[config.mk]
export PLATFORM = sky130hd
export DESIGN_NAME = cfg3w_ctrl
export DESIGN_NICKNAME = d
export VERILOG_FILES = /design/src/rtl/cfg3w_pkg.sv /design/src/rtl/cfg3w_sync.sv /design/src/rtl/cfg3w_shift.sv /design/src/rtl/cfg3w_regs.sv /design/src/rtl/cfg3w_pwr.sv /design/src/rtl/cfg3w_ctrl.sv
export SDC_FILE = /design/constraint.sdc
export NUM_CORES = 1
export LEC_CHECK = 0
export ABC_CLOCK_PERIOD_IN_PS = 2500
export BUFFER_PORTS_ARGS = -buffer_cell sky130_fd_sc_hd__buf_4
export CAP_MARGIN = 0
export CORE_UTILIZATION = 50
export CTS_BUF_LIST = sky130_fd_sc_hd__clkbuf_8
export DETAILED_ROUTE_END_ITERATION = 8
export PLACE_DENSITY_LB_ADDON = 0.05
export SLEW_MARGIN = 20
export SYNTH_ARGS = -nofsm -noshare
export SYNTH_HDL_FRONTEND = slang
export SYNTH_SLANG_ARGS = --single-unit
[constraint.sdc]
create_clock -name clk -period 2.5 [get_ports clk]
set_input_delay 0.5 -clock clk [delete_from_list [all_inputs] [get_ports clk]]
set_output_delay 0.5 -clock clk [all_outputs]
set_load 0.1 [all_outputs]
[src/rtl/cfg3w_pkg.sv]
// Package: shared widths, register selectors, field layouts and reset values
// for the three-wire configuration interface.
package cfg3w_pkg;
    localparam int WORD_W  = 16;
    localparam int ADDR_W  = 2;
    localparam int FIELD_W = WORD_W - ADDR_W;
    localparam int NUM_REG = 1 << ADDR_W;
    localparam int FRAC_W  = 2 * FIELD_W;

    typedef enum logic [ADDR_W-1:0] {
        SEL_FRAC_HI = 2'b00,
        SEL_FRAC_LO = 2'b01,
        SEL_DIV     = 2'b10,
        SEL_CTRL    = 2'b11
    } reg_sel_e;

    typedef struct packed {
        logic [1:0] ref_sel;
        logic [1:0] bleed;
        logic [1:0] cp_cur;
        logic [7:0] ndiv;
    } div_fields_t;

    typedef struct packed {
        logic [1:0] rdly;
        logic [5:0] test;
        logic       sd_byp;
        logic       pwr_on;
        logic       tx_on;
        logic       buf_on;
        logic       spare;
        logic       cp_dbl;
    } ctrl_fields_t;

    localparam logic [FIELD_W-1:0] DEF_FRAC_HI = 14'd8192;
    localparam logic [FIELD_W-1:0] DEF_FRAC_LO = 14'd0;
    localparam logic [FIELD_W-1:0] DEF_DIV     = {2'b00, 2'b00, 2'b11, 8'd177};
    localparam logic [FIELD_W-1:0] DEF_CTRL    = {2'b00, 6'd0, 6'b001111};

    // Reset value of register slot idx.
    function automatic logic [FIELD_W-1:0] reg_default(input int idx);
        case (idx)
            0:       return DEF_FRAC_HI;
            1:       return DEF_FRAC_LO;
            2:       return DEF_DIV;
            default: return DEF_CTRL;
        endcase
    endfunction
endpackage

[src/rtl/cfg3w_sync.sv]
// Module: multi-bit, multi-stage synchroniser into the core clock.
// Assumes each bit is an independent slow level; no bus coherence is implied.
module cfg3w_sync #(
    parameter int             W       = 3,
    parameter int             STAGES  = 2,
    parameter logic [W-1:0]   RST_VAL = '0
) (
    input  logic         clk,
    input  logic         rst_n,
    input  logic [W-1:0] d,
    output logic [W-1:0] q
);
    logic [STAGES-1:0][W-1:0] chain;

    for (genvar g = 0; g < STAGES; g++) begin : g_stage
        if (g == 0) begin : g_first
            // First flop: capture the asynchronous inputs.
            always_ff @(posedge clk) begin
                if (!rst_n) chain[g] <= RST_VAL;
                else        chain[g] <= d;
            end
        end else begin : g_next
            // Later flops: let metastability resolve.
            always_ff @(posedge clk) begin
                if (!rst_n) chain[g] <= RST_VAL;
                else        chain[g] <= chain[g-1];
            end
        end
    end

    assign q = chain[STAGES-1];
endmodule

[src/rtl/cfg3w_shift.sv]
// Module: serial word receiver. Detects serial clock and frame strobe edges
// on synchronised inputs, shifts MSB first while the strobe is low and emits
// a one-cycle write strobe with the word after the strobe rises.
// Assumes serial phases last at least two core cycles.
module cfg3w_shift
    import cfg3w_pkg::*;
(
    input  logic              clk,
    input  logic              rst_n,
    input  logic              sck_s,
    input  logic              sdi_s,
    input  logic              sen_s,
    output logic              wr_stb,
    output logic [WORD_W-1:0] wr_word
);
    logic              sck_d;
    logic              sen_d;
    logic [WORD_W-1:0] shreg;
    logic              sck_rise;
    logic              sen_rise;

    assign sck_rise = sck_s & ~sck_d;
    assign sen_rise = sen_s & ~sen_d;

    // Edge history of the synchronised lines.
    always_ff @(posedge clk) begin
        if (!rst_n) begin
            sck_d <= 1'b0;
            sen_d <= 1'b1;
        end else begin
            sck_d <= sck_s;
            sen_d <= sen_s;
        end
    end

    // Shift register: takes a bit per serial clock rise inside a frame.
    always_ff @(posedge clk) begin
        if (!rst_n)                 shreg <= '0;
        else if (sck_rise && !sen_s) shreg <= {shreg[WORD_W-2:0], sdi_s};
    end

    // Commit strobe and word, one cycle after the strobe rise is seen.
    always_ff @(posedge clk) begin
        if (!rst_n) begin
            wr_stb  <= 1'b0;
            wr_word <= '0;
        end else begin
            wr_stb  <= sen_rise;
            if (sen_rise) wr_word <= shreg;
        end
    end

    a_r10_hold_outside_frame: assert property (@(posedge clk) disable iff (!rst_n)
        sen_s |=> $stable(shreg));
    a_r1_single_commit: assert property (@(posedge clk) disable iff (!rst_n)
        wr_stb |=> !wr_stb);
endmodule

[src/rtl/cfg3w_regs.sv]
// Module: four-slot configuration register bank with per-slot reset values.
// Assumes wr_word carries the slot address in its low bits.
module cfg3w_regs
    import cfg3w_pkg::*;
(
    input  logic                             clk,
    input  logic                             rst_n,
    input  logic                             wr_stb,
    input  logic [WORD_W-1:0]                wr_word,
    output logic [NUM_REG-1:0][FIELD_W-1:0]  regs_q
);
    logic [ADDR_W-1:0]  wr_addr;
    logic [FIELD_W-1:0] wr_data;

    assign wr_addr = wr_word[ADDR_W-1:0];
    assign wr_data = wr_word[WORD_W-1:ADDR_W];

    for (genvar g = 0; g < NUM_REG; g++) begin : g_slot
        localparam logic [ADDR_W-1:0]  MY_ADDR = ADDR_W'(g);
        localparam logic [FIELD_W-1:0] MY_DEF  = reg_default(g);

        // Slot storage: load on a commit addressed to this slot.
        always_ff @(posedge clk) begin
            if (!rst_n)                            regs_q[g] <= MY_DEF;
            else if (wr_stb && wr_addr == MY_ADDR) regs_q[g] <= wr_data;
        end

        a_r2_change_needs_addr: assert property (@(posedge clk) disable iff (!rst_n)
            !$stable(regs_q[g]) |-> ($past(wr_stb) && $past(wr_word[ADDR_W-1:0]) == MY_ADDR));
    end
endmodule

[src/rtl/cfg3w_pwr.sv]
// Module: enable gating. Each circuit enable is a pin ANDed with a software
// bit, under the global shutdown pin and software power bit.
// Assumes pins are static levels; outputs are combinational.
module cfg3w_pwr (
    input  logic pin_shdn_n,
    input  logic pin_tx_en,
    input  logic pin_syn_en,
    input  logic pin_buf_en,
    input  logic sw_pwr_on,
    input  logic sw_tx_on,
    input  logic sw_buf_on,
    output logic core_on,
    output logic mod_on,
    output logic synth_on,
    output logic lobuf_on
);
    // Enable combination for each block.
    always_comb begin
        core_on  = pin_shdn_n & sw_pwr_on;
        mod_on   = core_on & pin_tx_en & sw_tx_on;
        synth_on = core_on & pin_syn_en;
        lobuf_on = core_on & pin_buf_en & sw_buf_on;
    end
endmodule

[src/rtl/cfg3w_ctrl.sv]
// Module: top of the three-wire configuration interface. Synchronises the
// serial lines, receives words, stores them in four registers and drives the
// configuration fields and circuit enables.
// Assumes a core clock at least four times the serial clock rate.
module cfg3w_ctrl
    import cfg3w_pkg::*;
(
    input  logic              clk,
    input  logic              rst_n,
    input  logic              ser_clk,
    input  logic              ser_data,
    input  logic              ser_frame_n,
    input  logic              pin_shdn_n,
    input  logic              pin_tx_en,
    input  logic              pin_syn_en,
    input  logic              pin_buf_en,
    output logic [FRAC_W-1:0] frac_word,
    output logic [7:0]        int_div,
    output logic [1:0]        ref_div_sel,
    output logic [1:0]        cp_bleed,
    output logic [1:0]        cp_current,
    output logic              cp_double,
    output logic              sd_bypass,
    output logic [5:0]        test_code,
    output logic [1:0]        reset_delay,
    output logic              ctrl_spare,
    output logic              core_on,
    output logic              mod_on,
    output logic              synth_on,
    output logic              lobuf_on
);
    logic [2:0]                        ser_s;
    logic                              wr_stb;
    logic [WORD_W-1:0]                 wr_word;
    logic [NUM_REG-1:0][FIELD_W-1:0]   regs_q;
    div_fields_t                       div_f;
    ctrl_fields_t                      ctl_f;

    cfg3w_sync #(.W(3), .STAGES(2), .RST_VAL(3'b100)) i_sync (
        .clk   (clk),
        .rst_n (rst_n),
        .d     ({ser_frame_n, ser_data, ser_clk}),
        .q     (ser_s)
    );

    cfg3w_shift i_shift (
        .clk     (clk),
        .rst_n   (rst_n),
        .sck_s   (ser_s[0]),
        .sdi_s   (ser_s[1]),
        .sen_s   (ser_s[2]),
        .wr_stb  (wr_stb),
        .wr_word (wr_word)
    );

    cfg3w_regs i_regs (
        .clk     (clk),
        .rst_n   (rst_n),
        .wr_stb  (wr_stb),
        .wr_word (wr_word),
        .regs_q  (regs_q)
    );

    assign div_f = div_fields_t'(regs_q[SEL_DIV]);
    assign ctl_f = ctrl_fields_t'(regs_q[SEL_CTRL]);

    // Field fan-out to the synthesizer logic.
    always_comb begin
        frac_word   = {regs_q[SEL_FRAC_HI], regs_q[SEL_FRAC_LO]};
        int_div     = div_f.ndiv;
        ref_div_sel = div_f.ref_sel;
        cp_bleed    = div_f.bleed;
        cp_current  = div_f.cp_cur;
        cp_double   = ctl_f.cp_dbl;
        sd_bypass   = ctl_f.sd_byp;
        test_code   = ctl_f.test;
        reset_delay = ctl_f.rdly;
        ctrl_spare  = ctl_f.spare;
    end

    cfg3w_pwr i_pwr (
        .pin_shdn_n (pin_shdn_n),
        .pin_tx_en  (pin_tx_en),
        .pin_syn_en (pin_syn_en),
        .pin_buf_en (pin_buf_en),
        .sw_pwr_on  (ctl_f.pwr_on),
        .sw_tx_on   (ctl_f.tx_on),
        .sw_buf_on  (ctl_f.buf_on),
        .core_on    (core_on),
        .mod_on     (mod_on),
        .synth_on   (synth_on),
        .lobuf_on   (lobuf_on)
    );

    a_r7_mod_needs_pin_and_bit: assert property (@(posedge clk) disable iff (!rst_n)
        mod_on |-> (pin_tx_en && ctl_f.tx_on));
    a_r7_buf_needs_pin_and_bit: assert property (@(posedge clk) disable iff (!rst_n)
        lobuf_on |-> (pin_buf_en && ctl_f.buf_on));
    a_r8_syn_needs_pin: assert property (@(posedge clk) disable iff (!rst_n)
        synth_on |-> pin_syn_en);
    a_r9_shdn_all_off: assert property (@(posedge clk) disable iff (!rst_n)
        !pin_shdn_n |-> !(mod_on || synth_on || lobuf_on || core_on));
    a_r9_pwr_bit_all_off: assert property (@(posedge clk) disable iff (!rst_n)
        !ctl_f.pwr_on |-> !(mod_on || synth_on || lobuf_on));
endmodule

; Word level (Yosys, flattened, before mapping)
; Cells that the tools add are included.
[totals]
ff_bits = 97
in_bits = 9
out_inout_bits = 57
word_cells = 31
[op_classes]
eq_ne = 3
bitwise = 10
reduce_logical = 7
[ops]
columns = op, n
row1 = bitwise AND 1 bit, 8
row2 = logical AND 1 bit, 5
row3 = == test 2 bit (second input constant), 2
row4 = == test 2 x 1 -> 1 bit (second input constant), 1
row5 = zero test 2 bit, 1
row6 = NOT 1 bit, 2
row7 = zero test 1 bit, 1

; Depth between registers and ports, before layout
; Gate-level depths: netlist of the first run.
[logic_depth]
ltp_word = 3
mapped_depth = 5
depth_no_buf = 3

; By module
; From an unflattened synthesis of the first run, not the netlist that was laid out.
[unflattened]
hier_cells = 383
hier_area_um2 = 3691.0
[by_module_without_submodules]
columns = mod, instances, cells_each, area_per_inst_um2, seq_area_each_um2
row1 = cfg3w_regs, 1, 214, 2148.3, 1121.1
row2 = cfg3w_shift, 1, 150, 1330.0, 700.7
row3 = cfg3w_sync, 1, 15, 180.2, 120.1
row4 = cfg3w_pwr, 1, 4, 32.5, 0.0

; Worst setup path after synthesis of the first run
; No wires, ideal clock.
[synth_timing]
path_type = input-to-output
start = input pin_shdn_n
end = output lobuf_on
t_arrival_ns = 2.174
required_time_ns = 2.000
setup_slack_ns = -0.174
cell_stages = 2
n_path_buf = 0
path_cell_list = and2_1 > and3_1
[synth_between]
elab_chain_cells = 3
[synth_lines]
columns = element, line_no
row1 = start: declaration, cfg3w_ctrl.sv:13  ; input logic pin_shdn_n,
row2 = bitwise AND 1 bit, cfg3w_pwr.sv:19  ; core_on = pin_shdn_n & sw_pwr_on;
row3 = bitwise AND 1 bit (2 in a row), cfg3w_pwr.sv:22  ; lobuf_on = core_on & pin_buf_en & sw_buf_on;
row4 = end: declaration, cfg3w_ctrl.sv:30  ; output logic lobuf_on
; No other way between the ends.

; Worst setup path after layout of the first run
[layout_timing]
start = register i_regs.regs_q[46] (netlist bit)
end = output mod_on
[layout_between]
elab_chain_cells = 3
[layout_lines]
columns = element, line_no
row1 = start: declaration, cfg3w_regs.sv:10  ; output logic [NUM_REG-1:0][FIELD_W-1:0] regs_q
row2 = start signal: indexed assignment, cfg3w_regs.sv:25  ; else if (wr_stb && wr_addr == MY_ADDR) regs_q[g] <= wr_data;
row3 = bitwise AND 1 bit, cfg3w_pwr.sv:19
row4 = bitwise AND 1 bit (2 in a row), cfg3w_pwr.sv:20  ; mod_on = core_on & pin_tx_en & sw_tx_on;
row5 = end: declaration, cfg3w_ctrl.sv:28  ; output logic mod_on,
; No other way between the ends.

==> impl_metrics.toml, run 1 <==
[detailed_routing]
drt_iter0_markers = 119
dr.pass1.iters = 6
wl_per_cell_microns = 12.84
viasPerCell = 5.125
drc = 8
routed-via-count = 2593
ant_nets = 0
wl_mm = 6.499

[floorplan]
rows = 29
fp.dieArea_sq_um = 7164
die_x_microns = 84.64
die_h_microns = 84.64
start_util_pct = 52.87
core-area_sq_um = 6459
io_pins = 66

[finish]
final_common_cell = "dfxtp_1"
final_cell_mix = "dfxtp_1 (97), buf_4 (75), nand2_1 (73), nand3_1 (55), o21ai_0 (46)"
antenna_cells = 0
n_fill_cell = 570
synthToLayoutAreaGrowth_pct = 20.81
fin_util_pct = 63.87
nets = 434
drive_gt1_share_pct = 25.64

[setup_path]
startpoint = "i_regs.regs_q[46]"
endpoint_kind = "output port"
reg2reg_to = "i_regs.regs_q[13]"
r2r_cells = 4
rr_startpoint = "i_shift.wr_word[0]"
worstPathMaxFanout = 3
cp_data_arrival_time_ns = 1.31
start_kind = "flop"
reg2reg_slack_ns = 1.00
cp.required_ns = 2.00
critPathCapture = "mod_on"
criticalPathCategory = "flop to output port"

[clock_network]
cts_resized = 0
cts_inserted_buffers = 9
ctsHoldBuffers = 0
cts_setup_buffers = 0
cts-root-to-sink-buffers = 2
numClockSinks = 97
cts_htree_levels = 3
clk_pin_slew_ns = 0.08
clockRootBuffer = "clkbuf_8"
cts_tree = "yes"
clock_latency_ns = 0.35

[sta]
setup_viol = 0
rsz0062_at_grt = "false"
clock_skew_ns = 0.003985
fin_setup_tns_ns = 0
slew_violations = 0
fin_crit_ns = 1.812
max_freq_mhz = 552.0
slew_headroom_pct = 55.83
hold_violations = 0
tightest_slew_ns = 0.6625
fin_crit_sh_pct = 72.47

[yosys]
yosysSeqAreaShare_pct = 56.87
synth.avg_cell_area_sq_um = 9.253
syn_area_sq_um = 3415
synth-seq-cells = 97
yosys_warnings = 0
synthesis.nets = 378
synth_cells = 369
synth_cell_type_count = 22

[global_routing]
grt_overflow = 0
grt_first_pass_wirelength_mm = 10.74
grtUsageTotal_pct = 19.27
grt_max_degree = 72
grt_pass1_vias = 2245
antenna_found_initial = 0

[placement]
io_buffers = 65
gp_congestion = 0.7011
dp.final_hpwl_mm = 4.429

[worst_hold_path]
hp-class = "input port to flop"

[power_and_ir_drop]
leakage_nw = 1.638
vdd_drop_max_mv = 0.3937
powerDensity_nw_per_um2 = 632.3

[flow_run]
max_cap_viol_count = 0

[status]
violations = "DRC"
status = "finished with violations"
per-layer routing:
metal / vias up / global-route usage (%) / wire length, microns
met3: 8 / 5.113 / 344
met5: - / 0 / 0
met2: 56 / 28.09 / 2757
met4: 0 / 8.320 / 91
li1: 1370 / - / -
met1: 1159 / 26.94 / 3307
Yosys cell counts:
library cell / number / area (sq um)
or3b_1: 1 / 8.760
nand3b_1: 2 / 15.01
o21ai_0: 46 / 230.2
nand2_1: 73 / 274.0
buf_1: 5 / 18.77
clkbuf_1: 12 / 45.04
buf_4: 2 / 15.01
dfxtp_1: 97 / 1942
nand3_2: 7 / 70.07
o21ai_1: 4 / 20.02
mux2i_1: 11 / 110.1
nor2b_1: 1 / 6.260
buf_6: 2 / 22.52
and2_1: 7 / 43.79
a21boi_1: 1 / 7.510
a21boi_0: 15 / 112.6
nand2b_1: 4 / 25.02
and3_1: 3 / 18.77
nor3b_2: 1 / 12.51
buf_2: 9 / 45.04
nand3_1: 55 / 275.3
o21ai_2: 11 / 96.34
per-stage QoR:
stage / instance area, sq um / std cells / setup slack (ns) / power, mW / hold slack (ns)
after global placement: 3930 / 491 / 0.8051 / 1.651 / 0.3947
final: 4125 / 506 / 0.6884 / 2.608 / 0.3271
after detailed placement: 3930 / 491 / 0.7942 / 1.651 / 0.4002
after global routing: 4125 / 506 / 0.6065 / 2.731 / 0.3060
after CTS: 4125 / 506 / 0.6614 / 2.646 / 0.3129
after floorplan: 3417 / 369 / 0.08692 / 1.634 / 0.3863
cells by family after synthesis:
group	synth area share (%)
DFF	56.87
AOI/OAI and AO/OA	13.67
buffers and inverters	4.287
muxes	3.225
and+or+nand+nor	21.95
registers in the layout (all words and copies together), names as in the netlist:
| signal | flops |
|---|---|
| i_sync.chain | 3 |
| i_regs.regs_q | 56 |
| i_shift.sck_d | 1 |
| i_shift.wr_stb | 1 |
| i_sync.q | 3 |
| i_shift.shreg | 16 |
| i_shift.wr_word | 16 |
| i_shift.sen_d | 1 |
area by class of cell:
class,count,area (sq um),share of cell area (%)
sequential,97,1942,47.07
multi-input combinational,242,1329,32.21
timing repair buffer,75,563.0,13.65
clock buffer,11,151.4,3.670
tap,77,96.34,2.335
clock inverter,4,43.79,1.062
worst min-delay path by stage:
stage | startpoint | endpoint | slack, ns | cells after the start
after detailed placement | i_sync.chain[2] | i_sync.q[2] | 0.40 | 1
after floorplan | i_sync.chain[2] | i_sync.q[2] | 0.39 | 1
after CTS | ser_frame_n | i_sync.chain[2] | 0.31 | 2
final | ser_frame_n | i_sync.chain[2] | 0.33 | 2
after global routing | ser_frame_n | i_sync.chain[2] | 0.31 | 2
after global placement | i_sync.chain[2] | i_sync.q[2] | 0.39 | 1
critical path, stage by stage, from the launching register on:
cell and delay [ns]:
dfxtp_1 0.35, and2_1 0.16, and3_2 0.18, buf_4 0.28
where the power goes:
group / internal, mW / total, mW / switching (mW) / leakage (nW)
sequential: 1.55 / 1.55 / 0.00224 / 0.783
combinational: 0.0210 / 0.0626 / 0.0417 / 0.748
clock: 0.505 / 0.994 / 0.489 / 0.106
Power figures use the tool's default switching activity.
==> run 2, diff against run 1 <==
- ABC_AREA: default -> 1
- ABC_CLOCK_PERIOD_IN_PS: 2500 -> 1800
- clock period: 2.5 -> 1.8 ns (I/O delays scaled with it)
==> run 2 against run 1 <==
  * Clock skew is 0.0016 ns higher
  * Clock power rose by 62%
  * Sequential power is 43% higher
  * Core utilization shrank 1.7 points
  * Area after synthesis grew 11%
  * The flow now finishes without violations
  * Worst hold slack got worse by 0.15 ns
  * Largest power group unchanged
  * Worst setup slack worse by 0.49 ns
  * Largest cell class unchanged
  * Non-clock buffer count is 5 lower
  * Critical path depth did not move
==> impl_metrics.toml, run 2 <==
[detailed_routing]
wl_per_cell_microns = 11.72
dr.pass1.iters = 4
drt_iter0_markers = 118
viasPerCell = 4.548
ant_nets = 0
wl_mm = 8.097
drc = 0
routed-via-count = 3143

[sta]
max_freq_mhz = 624.8
tightest_slew_ns = 0.5722
clock_skew_ns = 0.005539
setup_viol = 0
rsz0062_at_grt = "false"
slew_headroom_pct = 61.76
fin_crit_ns = 1.600
hold_violations = 0
fin_setup_tns_ns = 0
fin_crit_sh_pct = 88.92
slew_violations = 0

[finish]
antenna_cells = 0
nets = 597
regMostFlops = "i_regs.regs_q"
drive_gt1_share_pct = 15.20
synthToLayoutAreaGrowth_pct = 19.27
final_common_cell = "nor2_1"
reg_top3 = "i_regs.regs_q x56, i_shift.shreg x16, i_shift.wr_word x16"
largest_reg_flops = 56
final_cell_mix = "nor2_1 (145), nand2_1 (135), dfxtp_1 (97), buf_4 (69), inv_1 (64)"

[clock_network]
cts_resized = 0
cts_tree = "yes"
cts_inserted_buffers = 9
clock_latency_ns = 0.36
cts-root-to-sink-buffers = 2
cts_setup_buffers = 0
ctsHoldBuffers = 0
cts_htree_levels = 3
clk_pin_slew_ns = 0.09
numClockSinks = 97
clockRootBuffer = "clkbuf_8"

[worst_hold_path]
hold_start = "ser_data"
hp-class = "input port to flop"

[setup_path]
endpoint_kind = "output port"
crit_buf_inv = 1
cp_data_arrival_time_ns = 1.24
criticalPathCategory = "flop to output port"
start_kind = "flop"
worstPathMaxFanout = 4
path_cells = "nand2_1 -> nor2_1 -> buf_4"
cp_slowest_cell = "dfxtp_1"
startpoint = "i_regs.regs_q[46]"
rr_startpoint = "i_shift.wr_word[1]"
cpLargestDelayFamily = "flip-flops"
cp.required_ns = 1.44
slowest_delay_ns = 0.35

[power_and_ir_drop]
p_int_mw = 3.139
finalPower_mw = 4.034
pwr-share-seq_pct = 54.9
switching_share_pct = 22.17
p_sw_mw = 0.8944
clockPowerShare_pct = 40.0
pwr-share-comb_pct = 5.1
leakage_nw = 2.447
vdd_drop_max_mv = 0.4509
powerDensity_nw_per_um2 = 890.4

[yosys]
synthTopCellsByArea = "dfxtp_1 (51%), nor2_1 (14%), nand2_1 (13%)"
yosysMostFrequentCell = "nor2_1"
synth-seq-cells = 97
synth_cell_type_count = 18
synth.avg_cell_area_sq_um = 7.087
yosysTopAreaCell = "dfxtp_1"
synthesis.nets = 545
netlist.area_leader.share_pct = 51.12
yosys_most_used_dff = "dfxtp_1"
async_flop_share_pct = 0
syn_area_sq_um = 3799
synth_cells = 536
ys_top_cells_by_count = "nor2_1 (145), nand2_1 (135), dfxtp_1 (97)"
yosys_warnings = 0
yosysSeqAreaShare_pct = 51.12
synth_edf_count = 0

[floorplan]
io_pins = 66
die_x_microns = 89.16
start_util_pct = 52.09
rows = 31
core-area_sq_um = 7292
fp.dieArea_sq_um = 7950
die_h_microns = 89.16

[flow_run]
max_cap_viol_count = 0

[global_routing]
antenna_found_initial = 0
grt_max_degree = 42
grt_first_pass_wirelength_mm = 12.74
grtUsageTotal_pct = 21.76
grt_overflow = 0
grt_pass1_vias = 2663

[placement]
gp_congestion = 0.7819
dp.final_hpwl_mm = 5.309
io_buffers = 65

[status]
status = "completed"
==> run 2: cell types whose count changed after synthesis, moves of 13 or more <==
cell | before | now
nor2_1 | 0 | 145
inv_1 | 0 | 61
a21oi_1 | 0 | 13
nand2_1 | 73 | 135
nand3_1 | 55 | 13
o21ai_0 | 46 | 16
a21boi_0 | 15 | 0
==> run 2: layout make-up <==
type	count	area [sq um]
Fill cell	706	2761
Sequential cell	97	1942
Multi-Input combinational cell	347	1465
Timing Repair Buffer	70	538.0
Inverter	63	236.5
Clock buffer	9	123.9
Tap cell	99	123.9
Clock inverter	6	101.3
==> run 2: worst paths after layout <==
check	endpoint	slack [ns]	cells after the start
max reg2reg	i_regs.regs_q[34]	0.35	3
min reg2reg	i_sync.q[0]	0.42	2
min	i_sync.chain[1]	0.17	3
max	mod_on	0.20	3
==> run 2: cells by family after synthesis <==
family | synth area share, %
AOI/OAI and AO/OA | 3.821
buffers and inverters | 10.31
DFF | 51.12
and+or+nand+nor | 34.75
==> run 2: power groups by stage <==
stage | clock network (mW) | logic, mW | registers, mW
after floorplan | 0 | 0.112 | 2.30
after global placement | 0 | 0.206 | 2.26
after detailed placement | 0 | 0.208 | 2.27
after CTS | 1.63 | 0.209 | 2.22
after global routing | 1.73 | 0.230 | 2.22
final | 1.61 | 0.206 | 2.21
==> run 2: routing by layer <==
layer	global-route usage [%]	wire length [microns]	share of wire, %	vias to the layer above
met5	0	0	0	-
met4	11.11	186	2.3	0
met3	3.970	270	3.3	14
met2	35.81	3824	47	47
met1	27.41	3816	47	1374
li1	-	-	-	1708
==> run 2: stage by stage <==
step	std cells	util [%]	setup slack, ns	hold slack, ns	area (sq um)
floorplan	536	-	-0.2735	0.3905	3799
global placement	676	59.04	0.4417	0.3923	4305
detailed placement	676	59.04	0.3707	0.4023	4305
CTS	691	62.13	0.1870	0.1673	4531
global route	691	62.13	0.1192	0.1771	4531
finish	691	62.13	0.1995	0.1743	4531
==> run 2: worst min-delay path, cell delays in order <==
cell and delay (ns):
buf_4 0.07, nand2_1 0.04, inv_1 0.04
==> run 3, diff against run 2 <==
- ABC_AREA: 1 -> default
- ABC_CLOCK_PERIOD_IN_PS: 1800 -> 1900
- clock period: 1.8 -> 1.9 ns (I/O delays scaled with it)
==> run 3 against run 2 <==
  * The flow now finishes with violations (DRC)
  * Clock skew grew 0.00085 ns
  * Sequential share of layout area increased by 4.2 points
  * Via count down 18%
  * Critical path type unchanged
  * Critical endpoint is now lobuf_on
  * Highest routed layer unchanged
  * Power down 16%
==> impl_metrics.toml, run 3 (synthesis results as in run 1) <==
[status]
status = "finished with violations"
violations = "DRC"

[global_routing]
antenna_found_initial = 0
grt_pass1_vias = 2242
grt_overflow = 0
grt_first_pass_wirelength_mm = 10.88
grtUsageTotal_pct = 19.36
grt_max_degree = 64

[sta]
setup_viol = 0
tightest_slew_ns = 0.5708
slew_violations = 0
fin_crit_ns = 1.692
clock_skew_ns = 0.006394
hold_violations = 0
rsz0062_at_grt = "false"
fin_crit_sh_pct = 89.06
fin_ws_ns = 0.2079
slew_headroom_pct = 61.95
fin_setup_tns_ns = 0
max_freq_mhz = 591.0

[placement]
dp.final_hpwl_mm = 4.448
placed_area_sq_um = 3944
gp_congestion = 0.7308
dp_slack_ns = 0.4084
io_buffers = 65

[finish]
nets = 434
antenna_cells = 0
largest_reg_flops = 56
synthToLayoutAreaGrowth_pct = 20.89
final_cell_mix = "dfxtp_1 (97), buf_4 (74), nand2_1 (73), nand3_1 (55), o21ai_0 (46)"
fin_util_pct = 63.91
final_common_cell = "dfxtp_1"
reg_top3 = "i_regs.regs_q x56, i_shift.shreg x16, i_shift.wr_word x16"
regMostFlops = "i_regs.regs_q"
final_area_sq_um = 4128
drive_gt1_share_pct = 25.70

[floorplan]
rows = 29
fp.dieArea_sq_um = 7164
core-area_sq_um = 6459
io_pins = 66
die_h_microns = 84.64
die_x_microns = 84.64
start_util_pct = 52.87

[power_and_ir_drop]
pwr-share-comb_pct = 2.5
clockPowerShare_pct = 37.3
switching_share_pct = 20.65
powerDensity_nw_per_um2 = 821.8
pwr-share-seq_pct = 60.2
p_sw_mw = 0.7004
leakage_nw = 1.632
finalPower_mw = 3.392
vdd_drop_max_mv = 0.4262
p_int_mw = 2.692

[clock_network]
ctsHoldBuffers = 0
cts_tree = "yes"
cts_setup_buffers = 0
cts_htree_levels = 3
cts_inserted_buffers = 9
clk_pin_slew_ns = 0.08
numClockSinks = 97
clock_latency_ns = 0.35
clockRootBuffer = "clkbuf_8"
cts_resized = 0
cts-root-to-sink-buffers = 2

[setup_path]
start_kind = "flop"
cp.required_ns = 1.52
worstPathMaxFanout = 3
criticalPathCategory = "flop to output port"
cp_data_arrival_time_ns = 1.31
endpoint_kind = "output port"

[detailed_routing]
top_layer = "met4"
wl_per_cell_microns = 12.81
route.met2.wl_mm = 2.767
dr.pass1.iters = 8
drt_iter0_markers = 180
wl_met1_mm = 3.379
wl_mm = 6.469
drc = 2
wl_met3_microns = 249
viasPerCell = 5.127
ant_nets = 0
routed-via-count = 2589

[flow_run]
max_cap_viol_count = 0

[worst_hold_path]
hp-class = "input port to flop"
[run 3: area by class of cell]
class	count	area, sq um
Timing Repair Buffer	75	575.6
Clock inverter	4	46.29
Clock buffer	10	137.6
Multi-Input combinational cell	242	1330
Tap cell	77	96.34
Sequential cell	97	1942
Fill cell	593	2331
[run 3: per-stage QoR]
stage,hold WS [ns],std cells
global route,0.1901,505
finish,0.2080,505
detailed placement,0.4067,491
global placement,0.3923,491
CTS,0.2011,505
floorplan,0.3863,369
[run 3: layer usage]
metal | vias to the layer above | GRT usage, %
met4 | 0 | 7.858
met2 | 43 | 28.38
met3 | 7 | 5.310
met1 | 1182 | 27.07
met5 | - | 0
li1 | 1357 | -
[run 3: worst max-delay path, stage by stage (launching register included)]
cell	delay, ns
dfxtp_1	0.35
and2_2	0.16
and3_2	0.17
buf_4	0.28
[run 3: worst paths after layout]
kind | startpoint | to | slack, ns | depth (start not counted)
setup reg to reg | i_shift.wr_stb | i_regs.regs_q[4] | 0.55 | 4
setup / recovery | i_regs.regs_q[46] | lobuf_on | 0.21 | 3
hold reg to reg | i_sync.chain[2] | i_sync.q[2] | 0.42 | 1
hold / removal | ser_frame_n | i_sync.chain[2] | 0.21 | 2
[run 3: power by group through the flow]
| stage | Sequential [mW] | Combinational (mW) | Clock (mW) |
|---|---|---|---|
| after floorplan | 2.09 | 0.0587 | 0 |
| after global placement | 2.09 | 0.0861 | 0 |
| after CTS | 2.04 | 0.0860 | 1.30 |
| final | 2.04 | 0.0859 | 1.27 |
| after global routing | 2.04 | 0.0946 | 1.39 |
| after detailed placement | 2.09 | 0.0858 | 0 |
